**config.mk**
```make
export PLATFORM = sky130hd
export DESIGN_NAME = pwr_good_mon
export DESIGN_NICKNAME = d
export VERILOG_FILES = /design/src/rtl/pg_mon_pkg.sv /design/src/rtl/pg_ratio_cmp.sv /design/src/rtl/pg_qual_timer.sv /design/src/rtl/pg_ctrl_fsm.sv /design/src/rtl/pwr_good_mon.sv
export SDC_FILE = /design/constraint.sdc
export NUM_CORES = 1
export LEC_CHECK = 0
export ABC_AREA = 1
export BUFFER_PORTS_ARGS = -buffer_cell sky130_fd_sc_hd__buf_2
export CORE_UTILIZATION = 40
export CTS_CLUSTER_DIAMETER = 80
export CTS_CLUSTER_SIZE = 24
export DETAILED_ROUTE_END_ITERATION = 8
export HOLD_SLACK_MARGIN = 0.02
export MAX_ROUTING_LAYER = met4
export PLACE_DENSITY_LB_ADDON = 0.1
export REMOVE_ABC_BUFFERS = 1
export SLEW_MARGIN = 40
export SYNTH_ARGS = -nofsm -noshare
export SYNTH_HDL_FRONTEND = slang
export SYNTH_SLANG_ARGS = --single-unit
```
**constraint.sdc**
```tcl
create_clock -name clk -period 6.1 [get_ports clk]
set_input_delay 0.61 -clock clk [delete_from_list [all_inputs] [get_ports clk]]
set_output_delay 0.61 -clock clk [all_outputs]
set_load 0.1 [all_outputs]
```
**src/rtl/pg_mon_pkg.sv**
```systemverilog
package pg_mon_pkg;
    typedef enum logic [1:0] {
        ST_IDLE = 2'd0,
        ST_QUAL = 2'd1,
        ST_GOOD = 2'd2
    } pg_state_t;
endpackage

```
**src/rtl/pg_ratio_cmp.sv**
```systemverilog
module pg_ratio_cmp #(
    parameter int W   = 10,
    parameter int DEN = 100,
    parameter int HI  = 90,
    parameter int LO  = 85
) (
    input  logic [W-1:0] vin_i,
    input  logic [W-1:0] vout_i,
    output logic         above_hi_o,
    output logic         below_lo_o
);
    localparam int PW = W + $clog2(DEN + 1);

    logic [PW-1:0] scaled_out;
    logic [PW-1:0] hi_lim;
    logic [PW-1:0] lo_lim;

    always_comb begin
        scaled_out = PW'(vout_i) * PW'(DEN);
        hi_lim     = PW'(vin_i) * PW'(HI);
        lo_lim     = PW'(vin_i) * PW'(LO);
        above_hi_o = scaled_out > hi_lim;
        below_lo_o = scaled_out < lo_lim;
    end

    // band is nonempty when HI > LO: both flags never set together
    always_comb begin
        assert_band_exclusive_R7: assert (!(above_hi_o && below_lo_o));
    end
endmodule

```
**src/rtl/pg_qual_timer.sv**
```systemverilog
module pg_qual_timer #(
    parameter int DELAY_TICKS = 40
) (
    input  logic clk,
    input  logic rst_n,
    input  logic run_i,
    input  logic tick_i,
    output logic done_o
);
    localparam int CW = (DELAY_TICKS > 1) ? $clog2(DELAY_TICKS) : 1;
    localparam logic [CW-1:0] LAST = CW'(DELAY_TICKS - 1);

    logic [CW-1:0] cnt_q;

    always_ff @(posedge clk) begin
        if (!rst_n || !run_i) begin
            cnt_q <= '0;
        end else if (tick_i && cnt_q != LAST) begin
            cnt_q <= cnt_q + 1'b1;
        end
    end

    assign done_o = run_i && tick_i && (cnt_q == LAST);

    assert_cnt_in_range_R4: assert property (@(posedge clk) disable iff (!rst_n)
        cnt_q <= LAST);

    assert_cnt_cleared_R5: assert property (@(posedge clk) disable iff (!rst_n)
        !run_i |=> cnt_q == '0);
endmodule

```
**src/rtl/pg_ctrl_fsm.sv**
```systemverilog
module pg_ctrl_fsm
    import pg_mon_pkg::*;
(
    input  logic clk,
    input  logic rst_n,
    input  logic en_i,
    input  logic above_hi_i,
    input  logic below_lo_i,
    input  logic done_i,
    output logic run_o,
    output logic pg_n_o
);
    pg_state_t state_q;
    pg_state_t state_d;

    always_comb begin
        state_d = state_q;
        unique case (state_q)
            ST_IDLE: if (en_i && above_hi_i) state_d = ST_QUAL;
            ST_QUAL: begin
                if (!en_i || !above_hi_i) state_d = ST_IDLE;
                else if (done_i)          state_d = ST_GOOD;
            end
            ST_GOOD: if (!en_i || below_lo_i) state_d = ST_IDLE;
            default: state_d = ST_IDLE;
        endcase
    end

    always_ff @(posedge clk) begin
        if (!rst_n) state_q <= ST_IDLE;
        else        state_q <= state_d;
    end

    always_comb begin
        run_o  = (state_q == ST_QUAL);
        pg_n_o = !((state_q == ST_GOOD) && en_i);
    end

    assert_good_after_qual_R4: assert property (@(posedge clk) disable iff (!rst_n)
        $rose(state_q == ST_GOOD) |-> ($past(state_q) == ST_QUAL) && $past(done_i));

    assert_abort_to_idle_R5: assert property (@(posedge clk) disable iff (!rst_n)
        (state_q == ST_QUAL && en_i && !above_hi_i) |=> state_q == ST_IDLE);

    assert_sag_releases_R6: assert property (@(posedge clk) disable iff (!rst_n)
        (state_q == ST_GOOD && below_lo_i) |=> state_q == ST_IDLE);

    assert_disable_idles_R8: assert property (@(posedge clk) disable iff (!rst_n)
        !en_i |=> state_q == ST_IDLE);

    assert_band_holds_R7: assert property (@(posedge clk) disable iff (!rst_n)
        (state_q == ST_GOOD && en_i && !below_lo_i) |=> state_q == ST_GOOD);
endmodule

```
**src/rtl/pwr_good_mon.sv**
```systemverilog
module pwr_good_mon #(
    parameter int W           = 10,
    parameter int DEN         = 100,
    parameter int HI          = 90,
    parameter int LO          = 85,
    parameter int DELAY_TICKS = 40
) (
    input  logic         clk,
    input  logic         rst_n,
    input  logic         tick_i,
    input  logic         sw_en_i,
    input  logic [W-1:0] vin_code_i,
    input  logic [W-1:0] vout_code_i,
    output logic         pg_n_o
);
    logic above_hi;
    logic below_lo;
    logic run;
    logic done;

    pg_ratio_cmp #(.W(W), .DEN(DEN), .HI(HI), .LO(LO)) u_cmp (
        .vin_i      (vin_code_i),
        .vout_i     (vout_code_i),
        .above_hi_o (above_hi),
        .below_lo_o (below_lo)
    );

    pg_qual_timer #(.DELAY_TICKS(DELAY_TICKS)) u_tmr (
        .clk    (clk),
        .rst_n  (rst_n),
        .run_i  (run),
        .tick_i (tick_i),
        .done_o (done)
    );

    pg_ctrl_fsm u_fsm (
        .clk        (clk),
        .rst_n      (rst_n),
        .en_i       (sw_en_i),
        .above_hi_i (above_hi),
        .below_lo_i (below_lo),
        .done_i     (done),
        .run_o      (run),
        .pg_n_o     (pg_n_o)
    );

    assert_no_good_while_off_R9: assert property (@(posedge clk) disable iff (!rst_n)
        (!sw_en_i && $past(!sw_en_i)) |-> pg_n_o);
endmodule

```
==> impl_summary.txt, run 1 <==
----------------------------------------------------
[Outcome]
  Result of the run ... complete, no violations

[Timing]
  Final worst-path cycle share ... 78.7%
  Total Neg Setup Slack ... 0 ps
  Headroom to the max-slew limit ... 68.1%
  Peak clock frequency supported by timing ... 0.208 GHz
  Final number of setup-violating endpoints ... 0
  Final period demand of the worst path ... 4800 ps
  Clock Skews ... 2.80 ps
  Setup repair after global routing missed its margin ... false
  Worst Hold Slack ... 495 ps
  Final hold violation count ... 0
  Slew of the pin with the lowest slew margin ... 482 ps
  Pins Over Slew Limit ... 0

[Place]
  Final HPWL DP ... 8.51 mm
  Cell area reported after detailed placement ... 4430 um2
  RePlAce Congestion ... 0.879
  # port buffers ... 24

[Yosys]
  Post-synthesis instance area ... 4140 um2
  Most repeated cell in the gate-level netlist after synthesis ... ha_1
  Async set or reset register ratio after synthesis ... 0%
  Post-synth top flop ... dfxtp_1
  Part of the Yosys area used for sequential elements ... 3.87%
  Post-synthesis area per instance ... 7.64 um2
  Gate count of the mapped netlist ... 542
  Proportion of netlist area held by the largest area contributor ... 37.8%
  Count of unique library cells instantiated by Yosys ... 31
  Cell taking the most area after synthesis ... ha_1
  Cell types occupying the most area after synthesis ... ha_1, fa_1, inv_1
  Number of flops mapped to enable cells by yosys ... 0
  Top cells by count, synth ... ha_1, inv_1, nand2_1
  Yosys warnings ... 0
  Number of register bits inferred by synthesis ... 8

[Critical path]
  Most common cell on crit path ... ha_1
  Depth of the worst register-to-register path ... 7
  R2r setup slk ... 4680 ps
  Startpoint of the most critical setup path ... vin_code_i[1]
  WS Path Type ... in -> reg
  Endpoint type of the worst setup path ... flop
  Max stage delay on crit path ... 490 ps
  Slowest stage cell on the critical path ... fa_1
  End of the worst register-to-register path ... u_tmr.cnt_q[4]$_SDFFE_PP0P_
  Critical Path Start Type ... primary input
  Launch instance of the worst register-to-register path ... u_tmr.cnt_q[0]$_SDFFE_PP0P_
  CP Data Required Time ... 6260 ps
  Maximum net fanout on the critical path ... 4
  Worst Path Arrival ... 4960 ps

[Layout]
  Fraction of layout instances using a drive strength above 1 ... 8.26%
  Area of the multi-input gates ... 3560 um2
  Number of fillers in the final layout ... 1031
  ANT cells ... 0
  Final net count ... 747
  Layout Utilization ... 45.1%
  Synth-to-layout area growth ... 7.92%
  Post-layout instance area ... 4470 um2
  FF/Latch Area ... 160 um2

[GRT]
  Maximum number of pins on one net before global-route repair ... 7
  Vias in the first global route ... 3353
  Global-route wire length before repair ... 15.7 mm
  Initial antenna violation count ... 0
  Combined global-route utilization of all metal layers ... 18.4%
  Final global-route overflow total ... 0

[Power and ir drop]
  PwrDens ... 300 nW/um2
  Worst-case vdd ir drop ... 0.158 mV
  Static Leak ... 2.51 nW

[Die]
  Total number of placement rows ... 36
  Die width ... 104 um
  Chip Height ... 104 um
  Die area ... 10800 um2
  Starting density of the core ... 41.8%
  Core footprint ... 9910 um2
  I/O Pins ... 25

[Route]
  Wire length after detailed routing ... 9.15 mm
  DR WL/cell ... 13.0 um
  Number of remaining DRC errors ... 0
  Number of vias in the routed layout ... 3425
  Routed Antenna Nets ... 0
  Iteration count of the initial detailed-routing pass ... 4
  Vias per std cell ... 4.88
  Number of violations reported at the end of detailed-routing iteration 0 ... 85

[CTS]
  Maximum number of buffers from clock root to sink ... 2
  Number of buffers created by CTS ... 3
  Post-CTS setup-driven buffer insertion count ... 0
  Clock Tree Root ... clkbuf_8
  H-tree level count ... 1
  Clock tree from TritonCTS ... built
  Clock transition at the registers of the reported paths ... 40 ps
  CTS Hold Bufs ... 0
  Post-cts resize count ... 0
  Number of clock sinks ... 8
  Skew-Pair Late Insertion Delay ... 230 ps

[Flow run]
  Max cap viols ... 0

[Min path]
  Hold Path End ... u_tmr.cnt_q[5]$_SDFFE_PP0P_
  Critical hold path startpoint ... u_tmr.cnt_q[5]$_SDFFE_PP0P_
  Number of instances on the worst hold path ... 2
  Path type of the worst min-delay path ... reg -> reg

----------------------------------------------------
-- worst max path at each step --
stage | endpoint | slack [ps] | depth (start not counted)
final | u_fsm.state_q[1]$_SDFFE_PN0P_ | 1300 | 26
after global routing | u_fsm.state_q[1]$_SDFFE_PN0P_ | 830 | 26
after CTS | u_fsm.state_q[1]$_SDFFE_PN0P_ | 1260 | 26
after detailed placement | u_fsm.state_q[1]$_SDFFE_PN0P_ | 1030 | 26
after global placement | u_fsm.state_q[1]$_SDFFE_PN0P_ | 1200 | 26
after floorplan | u_fsm.state_q[1]$_SDFFE_PN0P_ | 1590 | 25
-- cell type report --
class,count,area share (%)
Sequential cell,8,3.59
Timing Repair Buffer,24,2.69
Clock buffer,3,0.924
Tap cell,133,3.73
Multi-Input combinational cell,423,79.7
Inverter,111,9.33
-- placed cells by master, fill, tap and decap left out, types with 4 or more instances in the layout --
cell and instances:
o21ai_0 10, dfxtp_1 8, inv_1 110, o21ai_2 4, nand3_1 16, fa_1 27
nand4_1 6, xnor2_1 15, nand2_1 88, a21o_1 6, nor2_1 31, buf_2 24
nor3_1 7, a21oi_1 40, a21oi_2 6, ha_1 125, xor2_1 18
-- sequential cells by signal, indices dropped and copies added (netlist names) --
name,cells
u_tmr.cnt_q,6
u_fsm.state_q,2
-- report_power, final --
part           leakage, nW  internal [mW]  total (mW)  switching [mW]
combinational         2.43          0.492        1.22           0.725
sequential          0.0646         0.0554      0.0578         0.00237
clock               0.0216         0.0427      0.0629          0.0202
-- cell families after synthesis --
group                    after synthesis  share of synthesized area, %
AO/OA/AOI/OAI                         78                          11.5
XOR/XNOR                              33                          6.98
adder cells (fa/ha/maj)              152                          50.8
buffers and inverters                111                          10.1
flip-flops                             8                          3.87
AND/OR/NAND/NOR                      160                          16.7
-- worst max-delay path, delay by kind of cell --
family | cells | cell delay [ps]
and+or+nand+nor | 9 | 1120
AOI/OAI and AO/OA | 5 | 660
buffers and inverters | 5 | 380
xor gates and xnor gates | 1 | 250
adders and majority gates | 6 | 1930
-- through the flow --
stage | total power [mW] | setup slack, ps | cells
finish | 1.34 | 1300 | 702
detailed placement | 1.29 | 1030 | 699
CTS | 1.36 | 1260 | 702
global route | 1.56 | 833 | 702
global placement | 1.27 | 1200 | 699
floorplan | 1.01 | 1590 | 542
-- routing by layer --
| layer | vias up | GRT usage, % | wire (um) |
|---|---|---|---|
| met5 | - | - | 0 |
| li1 | 1833 | - | - |
| met2 | 33 | 33.3 | 4660 |
| met3 | 7 | 0.503 | 136 |
| met4 | 0 | 2.45 | 57 |
| met1 | 1552 | 23.3 | 4300 |
No activity file was read; power rests on OpenSTA's default activity.
==> inputs of run 2 (changes only) <==
ABC_AREA = 0   (was 1)
clock period = 5 ns   (was 6.1 ns; I/O delays follow)
==> run 2 against run 1 <==
- register-to-register slack worse by 1300 ps
- clock-buffer cell count unchanged
- die area down 2.9%
- cell count down 6.3%
- sequential power up 22%
- hold slack better by 17 ps
- setup slack worse by 1100 ps
- highest routed layer unchanged
==> impl_summary.txt, run 2 <==
----------------------------------------------------
[Outcome]
  Result of the run ... complete, no violations (unchanged)

[Timing]
  Peak clock frequency supported by timing ... 0.210 GHz
  Final hold violation count ... 0 (unchanged)
  Final number of setup-violating endpoints ... 0 (unchanged)
  Final worst-path cycle share ... 95.0%
  Pins Over Slew Limit ... 0 (unchanged)
  Setup repair after global routing missed its margin ... false (unchanged)
  Total Neg Setup Slack ... 0 ps (unchanged)
  Slew of the pin with the lowest slew margin ... 484 ps (was 482 ps)
  Worst Hold Slack ... 512 ps (was 495 ps)
  Clock Skews ... 4.01 ps (was 2.80 ps)
  Final period demand of the worst path ... 4750 ps
  Headroom to the max-slew limit ... 67.9% (was 68.1%)

[Yosys]
  Number of register bits inferred by synthesis ... 8 (unchanged)
  Post-synthesis area per instance ... 8.46 um2 (was 7.64 um2)
  Cell types occupying the most area after synthesis ... ha_1, fa_1, inv_1 (unchanged)
  Synthesized-area fraction occupied by and/or/nand/nor cells ... 13.6% (was 16.7%)
  Combinational family with the most area after synthesis ... adder cells (unchanged)
  Count of unique library cells instantiated by Yosys ... 54 (was 31)
  Async set or reset register ratio after synthesis ... 0% (unchanged)
  Share of the synthesized area in compound gates (AO/OA/AOI/OAI) ... 13.3% (was 11.5%)
  Proportion of netlist area held by the largest area contributor ... 38.9% (was 37.8%)
  Cell taking the most area after synthesis ... ha_1 (unchanged)
  Part of the Yosys area used for sequential elements ... 3.99% (was 3.87%)
  Post-synth top flop ... dfxtp_1 (unchanged)
  Most repeated cell in the gate-level netlist after synthesis ... ha_1 (unchanged)
  Adder-cell share of the synthesized area ... 52.4% (was 50.8%)
  Number of flops mapped to enable cells by yosys ... 0 (unchanged)
  Yosys warnings ... 0 (unchanged)
  Gate count of the mapped netlist ... 475 (was 542)
  Share of cell area taken by muxes after synthesis ... 0.498% (was 0%)
  Share of the synthesized netlist area taken by xor and xnor gates ... 7.85% (was 6.98%)
  Top cells by count, synth ... ha_1, inv_1, a21oi_1, fa_1, nor2_1 (was ha_1, inv_1, nand2_1)
  Post-synthesis instance area ... 4020 um2 (was 4140 um2)

[Die]
  I/O Pins ... 25 (unchanged)
  Starting density of the core ... 41.1% (was 41.8%)
  Chip Height ... 102 um (was 104 um)
  Core footprint ... 9770 um2 (was 9910 um2)
  Die width ... 102 um (was 104 um)
  Total number of placement rows ... 36 (unchanged)
  Die area ... 10400 um2 (was 10800 um2)

[Min path]
  Critical hold path startpoint ... u_tmr.cnt_q[5]$_SDFFE_PP0P_ (unchanged)
  Number of instances on the worst hold path ... 2 (unchanged)
  Path type of the worst min-delay path ... reg -> reg (unchanged)

[Layout]
  Fraction of layout instances using a drive strength above 1 ... 11.8% (was 8.26%)
  Commonest non-fill, non-tap cell in the layout ... ha_1 (unchanged)
  Synth-to-layout area growth ... 13.1% (was 7.92%)
  Largest regs ... u_tmr.cnt_q (6), u_fsm.state_q (2) (unchanged)
  Post-layout instance area ... 4540 um2 (was 4470 um2)
  Non-filler instance count after layout ... 658 (was 702)
  Final net count ... 703 (was 747)
  Commonest cells after routing, fill and taps aside ... ha_1, inv_1, nor2_1, a21oi_1, fa_1 (was ha_1, inv_1, nand2_1)
  ANT cells ... 0 (unchanged)
  Max reg flops ... 6 (unchanged)
  Most flop-heavy register ... u_tmr.cnt_q (unchanged)

[Route]
  Routed Antenna Nets ... 0 (unchanged)
  Number of remaining DRC errors ... 0 (unchanged)
  Vias per std cell ... 5.09 (was 4.88)
  DR WL/cell ... 13.5 um (was 13.0 um)
  Number of vias in the routed layout ... 3346 (was 3425)
  Iteration count of the initial detailed-routing pass ... 5 (was 4)
  Wire length after detailed routing ... 8.89 mm (was 9.15 mm)
  Number of violations reported at the end of detailed-routing iteration 0 ... 68 (was 85)

[CTS]
  Maximum number of buffers from clock root to sink ... 2 (unchanged)
  Clock transition at the registers of the reported paths ... 40 ps (about the same)
  H-tree level count ... 1 (unchanged)
  Clock Tree Root ... clkbuf_8 (unchanged)
  Number of buffers created by CTS ... 3 (unchanged)
  Clock tree from TritonCTS ... built (unchanged)
  Skew-Pair Late Insertion Delay ... 220 ps (was 230 ps)
  Post-CTS setup-driven buffer insertion count ... 0 (unchanged)
  Number of clock sinks ... 8 (unchanged)

[Place]
  Number of placed instances with taps included ... 655 (was 699)
  # port buffers ... 24 (unchanged)
  RePlAce Congestion ... 0.844 (was 0.879)
  Cell area reported after detailed placement ... 4480 um2 (was 4430 um2)
  Final HPWL DP ... 8.33 mm (was 8.51 mm)

[Power and ir drop]
  PwrDens ... 359 nW/um2 (was 300 nW/um2)
  Worst-case vdd ir drop ... 0.169 mV (was 0.158 mV)
  Static Leak ... 2.46 nW (was 2.51 nW)
  Total power of the final layout ... 1.63 mW (was 1.34 mW)

[Critical path]
  CP Data Required Time ... 5120 ps (was 6260 ps)
  Worst Path Arrival ... 4870 ps (was 4960 ps)
  Startpoint of the most critical setup path ... vout_code_i[3] (was vin_code_i[1])
  Maximum net fanout on the critical path ... 3 (was 4)
  Launch instance of the worst register-to-register path ... u_tmr.cnt_q[3]$_SDFFE_PP0P_ (was u_tmr.cnt_q[0]$_SDFFE_PP0P_)
  Endpoint type of the worst setup path ... flop (unchanged)
  WS Path Type ... in -> reg (unchanged)
  Depth of the worst register-to-register path ... 6 (was 7)
  Critical Path Start Type ... primary input (unchanged)

[GRT]
  Initial antenna violation count ... 0 (unchanged)
  Maximum number of pins on one net before global-route repair ... 7 (unchanged)
  Final global-route overflow total ... 0 (unchanged)
  Vias in the first global route ... 3235 (was 3353)
  Combined global-route utilization of all metal layers ... 18.2% (was 18.4%)
  Global-route wire length before repair ... 14.5 mm (was 15.7 mm)

[Flow run]
  Max cap viols ... 0 (unchanged)

----------------------------------------------------
## run 2: changes by cell type after synthesis, sizes merged, moves of 5 or more
cell	previous run	this run
nand2	90	22
nor2	32	27
o21ai	18	12
a21oi	46	28
inv	111	90
nand2b	0	5
nand3	16	9
## run 2: final timing paths
check             slack, ps                             to
setup / recovery        250  u_fsm.state_q[1]$_SDFFE_PN0P_
setup reg to reg       3400    u_tmr.cnt_q[5]$_SDFFE_PP0P_
hold reg to reg         510    u_tmr.cnt_q[5]$_SDFFE_PP0P_
hold / removal          510    u_tmr.cnt_q[5]$_SDFFE_PP0P_
## run 2: logic make-up after synthesis
kind of cell / after synthesis
adder cells (fa/ha/maj): 152
AND/OR/NAND/NOR: 106
buffers and inverters: 90
AO/OA/AOI/OAI: 81
XOR/XNOR: 36
flip-flops: 8
multiplexers: 2
## run 2: report_power, final
group          leakage, nW  internal (mW)  switching [mW]
Combinational         2.37          0.684           0.803
Sequential          0.0645         0.0676         0.00270
Clock               0.0216         0.0520          0.0237
## run 2: area by class of cell
cell class / instances / area (um2)
inverters: 90 / 338
fillers: 995 / 5230
repair buffers: 47 / 293
clock buffers: 3 / 41.3
well taps: 133 / 166
multi-input cells: 377 / 3550
flip-flops and latches: 8 / 160
## run 2: routing by layer
metal,vias up,track usage [%],routed length (um)
li1,1742,-,-
met1,1572,23.8,4340
met2,28,32.4,4430
met3,4,0.479,73
met4,0,1.98,48
met5,-,-,0
## run 2: timing repair
action                                  in CTS  in global routing
resized for setup                            0                  5
endpoints found under the setup margin       0                  2
hold buffers                                 0                  0
## run 2: worst max-delay path, cell delays in order
cell,delay (ps)
buf_2,130
ha_1,300
ha_1,270
inv_1,50
fa_1,510
inv_1,40
ha_1,330
nor2b_1,160
o31a_1,260
or4_4,420
a2111o_1,380
o211a_1,160
ha_1,300
nand4_1,140
or3_1,420
o211ai_1,200
a21oi_1,70
a22o_1,230
## run 2: stage by stage
step	util (%)	setup slack [ps]
after floorplan	-	325
after global placement	45.8	19.6
after detailed placement	45.8	-77.4
after CTS	46.2	129
after global routing	46.5	33.5
final	46.5	248
==> inputs of run 3 (changes only) <==
SYNTH_HIERARCHICAL = 1   (was default)
==> run 3 against run 2 <==
- routed wire length is 8.3% higher
- utilization is 5.0 points higher
- highest routed layer unchanged
- critical endpoint is now u_fsm/state_q[0]$_SDFFE_PN0P_
- critical path depth is 4 higher
- flip-flop and latch count stayed put
- sequential share of layout area is 0.39 points lower
- cell count is 5.9% higher
- clock skew is 2.1 ps higher
- critical path type unchanged
- via count is 5.8% higher
- register-to-register slack better by 290 ps
==> impl_summary.txt, run 3 <==
----------------------------------------------------
[Critical path]
  End of the worst register-to-register path ... u_fsm/state_q[1]$_SDFFE_PN0P_ (was u_tmr.cnt_q[5]$_SDFFE_PP0P_)
  CP Data Required Time ... 5110 ps (was 5120 ps)
  Worst Path Arrival ... 4900 ps (was 4870 ps)
  Critical Path Start Type ... primary input (unchanged)
  R2r setup slk ... 3690 ps (was 3400 ps)
  Depth of the worst register-to-register path ... 5 (was 6)
  Startpoint of the most critical setup path ... vin_code_i[1] (was vout_code_i[3])
  Endpoint type of the worst setup path ... flop (unchanged)
  Critical path destination ... u_fsm/state_q[0]$_SDFFE_PN0P_ (was u_fsm.state_q[1]$_SDFFE_PN0P_)
  WS Path Type ... in -> reg (unchanged)
  Maximum net fanout on the critical path ... 5 (was 3)
  Launch instance of the worst register-to-register path ... u_tmr/cnt_q[0]$_SDFFE_PP0P_ (was u_tmr.cnt_q[3]$_SDFFE_PP0P_)

[GRT]
  Vias in the first global route ... 3463 (was 3235)
  Initial antenna violation count ... 0 (unchanged)
  Final global-route overflow total ... 0 (unchanged)
  Combined global-route utilization of all metal layers ... 18.1% (was 18.2%)
  Maximum number of pins on one net before global-route repair ... 8 (was 7)
  Global-route wire length before repair ... 15.9 mm (was 14.5 mm)

[Power and ir drop]
  PwrDens ... 363 nW/um2 (was 359 nW/um2)
  Total power of the final layout ... 1.85 mW (was 1.63 mW)
  Worst-case vdd ir drop ... 0.149 mV (was 0.169 mV)
  Static Leak ... 2.60 nW (was 2.46 nW)

[Yosys]
  Post-synthesis area per instance ... 8.55 um2 (was 8.46 um2)
  Top cells by count, synth ... ha_1, inv_1, a21oi_1 (was ha_1, inv_1, a21oi_1, fa_1, nor2_1)
  Async set or reset register ratio after synthesis ... 0% (unchanged)
  Gate count of the mapped netlist ... 487 (was 475)
  Count of unique library cells instantiated by Yosys ... 59 (was 54)
  Post-synth top flop ... dfxtp_1 (unchanged)
  Cell taking the most area after synthesis ... ha_1 (unchanged)
  Number of flops mapped to enable cells by yosys ... 0 (unchanged)
  Number of register bits inferred by synthesis ... 8 (unchanged)
  Part of the Yosys area used for sequential elements ... 3.85% (was 3.99%)
  Cell types occupying the most area after synthesis ... ha_1, fa_1, inv_1 (unchanged)
  Proportion of netlist area held by the largest area contributor ... 37.6% (was 38.9%)
  Yosys warnings ... 6 (was 0)
  Most repeated cell in the gate-level netlist after synthesis ... ha_1 (unchanged)
  Post-synthesis instance area ... 4160 um2 (was 4020 um2)

[CTS]
  Clock tree from TritonCTS ... built (unchanged)
  Skew-Pair Late Insertion Delay ... 230 ps (was 220 ps)
  Number of clock sinks ... 8 (unchanged)
  Number of buffers created by CTS ... 3 (unchanged)
  Maximum number of buffers from clock root to sink ... 2 (unchanged)
  Clock Tree Root ... clkbuf_8 (unchanged)
  Clock transition at the registers of the reported paths ... 40 ps (about the same)
  H-tree level count ... 1 (unchanged)

[Layout]
  Commonest non-fill, non-tap cell in the layout ... ha_1 (unchanged)
  Largest regs ... u_tmr/cnt_q (6), u_fsm/state_q (2) (was u_tmr.cnt_q (6), u_fsm.state_q (2))
  FF/Latch Area ... 160 um2 (unchanged)
  Layout Utilization ... 51.5% (was 46.5%)
  Most flop-heavy register ... u_tmr/cnt_q (was u_tmr.cnt_q)
  Area of the multi-input gates ... 3900 um2 (was 3550 um2)
  Fraction of layout instances using a drive strength above 1 ... 21.3% (was 11.8%)
  Commonest cells after routing, fill and taps aside ... ha_1, inv_1, buf_4 (was ha_1, inv_1, nor2_1, a21oi_1, fa_1)
  Synth-to-layout area growth ... 22.7% (was 13.1%)
  Non-filler instance count after layout ... 697 (was 658)
  Number of fillers in the final layout ... 965 (was 995)
  Final net count ... 742 (was 703)
  ANT cells ... 0 (unchanged)
  Max reg flops ... 6 (unchanged)

[Die]
  Die width ... 104 um (was 102 um)
  Chip Height ... 104 um (was 102 um)
  Die area ... 10800 um2 (was 10400 um2)
  Starting density of the core ... 42.0% (was 41.1%)
  Core footprint ... 9910 um2 (was 9770 um2)
  Total number of placement rows ... 36 (unchanged)
  I/O Pins ... 25 (unchanged)

[Route]
  Routed Antenna Nets ... 0 (unchanged)
  Number of remaining DRC errors ... 0 (unchanged)
  Number of vias in the routed layout ... 3540 (was 3346)
  Vias per std cell ... 5.08 (was 5.09)
  DR WL/cell ... 13.8 um (was 13.5 um)
  Iteration count of the initial detailed-routing pass ... 4 (was 5)
  Wire length after detailed routing ... 9.63 mm (was 8.89 mm)
  Number of violations reported at the end of detailed-routing iteration 0 ... 132 (was 68)

[Timing]
  Final number of setup-violating endpoints ... 0 (unchanged)
  Slew of the pin with the lowest slew margin ... 485 ps (was 484 ps)
  Peak clock frequency supported by timing ... 0.208 GHz (was 0.210 GHz)
  Pins Over Slew Limit ... 0 (unchanged)
  Headroom to the max-slew limit ... 67.9% (about the same)
  Clock Skews ... 6.07 ps (was 4.01 ps)
  Final period demand of the worst path ... 4800 ps (was 4750 ps)
  Final worst-path cycle share ... 95.9% (was 95.0%)
  Final hold violation count ... 0 (unchanged)

[Place]
  Final HPWL DP ... 8.60 mm (was 8.33 mm)
  RePlAce Congestion ... 0.806 (was 0.844)
  Number of placed instances with taps included ... 689 (was 655)
  # port buffers ... 24 (unchanged)

[Min path]
  Path type of the worst min-delay path ... reg -> reg (unchanged)

[Flow run]
  Max cap viols ... 0 (unchanged)

[Outcome]
  Result of the run ... complete, no violations (unchanged)

----------------------------------------------------
-- run 3: power breakdown --
part,switching (mW),internal [mW],leakage (nW)
clock network,0.0265,0.0522,0.0216
logic,0.890,0.815,2.51
registers,0.00300,0.0668,0.0646
-- run 3: how the worst min path moves through the flow --
stage                                   from                            end  cells after the start
2_1_floorplan  u_fsm/state_q[1]$_SDFFE_PN0P_  u_fsm/state_q[0]$_SDFFE_PN0P_                      1
3_3_place_gp     u_tmr/cnt_q[5]$_SDFFE_PP0P_    u_tmr/cnt_q[5]$_SDFFE_PP0P_                      2
3_5_place_dp   u_fsm/state_q[1]$_SDFFE_PN0P_  u_fsm/state_q[0]$_SDFFE_PN0P_                      1
4_1_cts        u_fsm/state_q[1]$_SDFFE_PN0P_  u_fsm/state_q[0]$_SDFFE_PN0P_                      1
5_1_grt          u_tmr/cnt_q[5]$_SDFFE_PP0P_    u_tmr/cnt_q[5]$_SDFFE_PP0P_                      2
6_report       u_fsm/state_q[1]$_SDFFE_PN0P_  u_fsm/state_q[0]$_SDFFE_PN0P_                      1
-- run 3: area by class of cell --
cell class / instances / share of cell area (%)
Clock buffer: 3 / 0.809
Inverter: 88 / 6.47
Tap cell: 133 / 3.26
Multi-Input combinational cell: 390 / 76.4
Timing Repair Buffer: 75 / 9.97
Sequential cell: 8 / 3.14
-- run 3: logic make-up after synthesis --
logic type	share of synthesized area, %
AO/OA/AOI/OAI	16.9
XOR/XNOR	6.52
buffers and inverters	8.03
flip-flops	3.85
multiplexers	0.722
AND/OR/NAND/NOR	13.4
adder cells (fa/ha/maj)	50.6
-- run 3: stage by stage --
stage	hold slack [ps]	TNS (ps)	area, um2	setup slack, ps
6_report	501	0	5110	203
5_1_grt	525	-25.0	5110	-17.4
4_1_cts	500	0	4840	61.7
3_5_place_dp	489	-339	4790	-230
3_3_place_gp	462	-116	4790	-109
2_1_floorplan	440	0	4160	36.3
-- run 3: layer usage --
layer	vias to the layer above	global-route usage, %	wire length, um
met2	38	31.2	4600
li1	1857	-	-
met3	10	1.07	117
met4	0	2.24	136
met5	-	-	0
met1	1635	24.0	4780
-- run 3: repair_timing --
action / CTS / global route
pin swaps: 0 / 19
endpoints found under the setup margin: 1 / 2
setup buffers: 0 / 5
cloned: 0 / 0
hold buffers: 0 / 0
gates resized for setup: 1 / 31
-- run 3: worst max-delay path, cell delays in order --
cell	delay, ps
buf_2	140
buf_4	150
ha_4	160
xor2_2	150
buf_4	130
ha_1	260
inv_1	50
fa_1	490
inv_1	40
ha_1	370
o21ai_2	160
a211oi_1	70
or4_1	550
a21oi_1	200
xor2_1	90
ha_1	320
and4_1	240
nand2_1	110
a21o_1	170
a21oi_1	180
inv_1	50
a2111oi_0	320
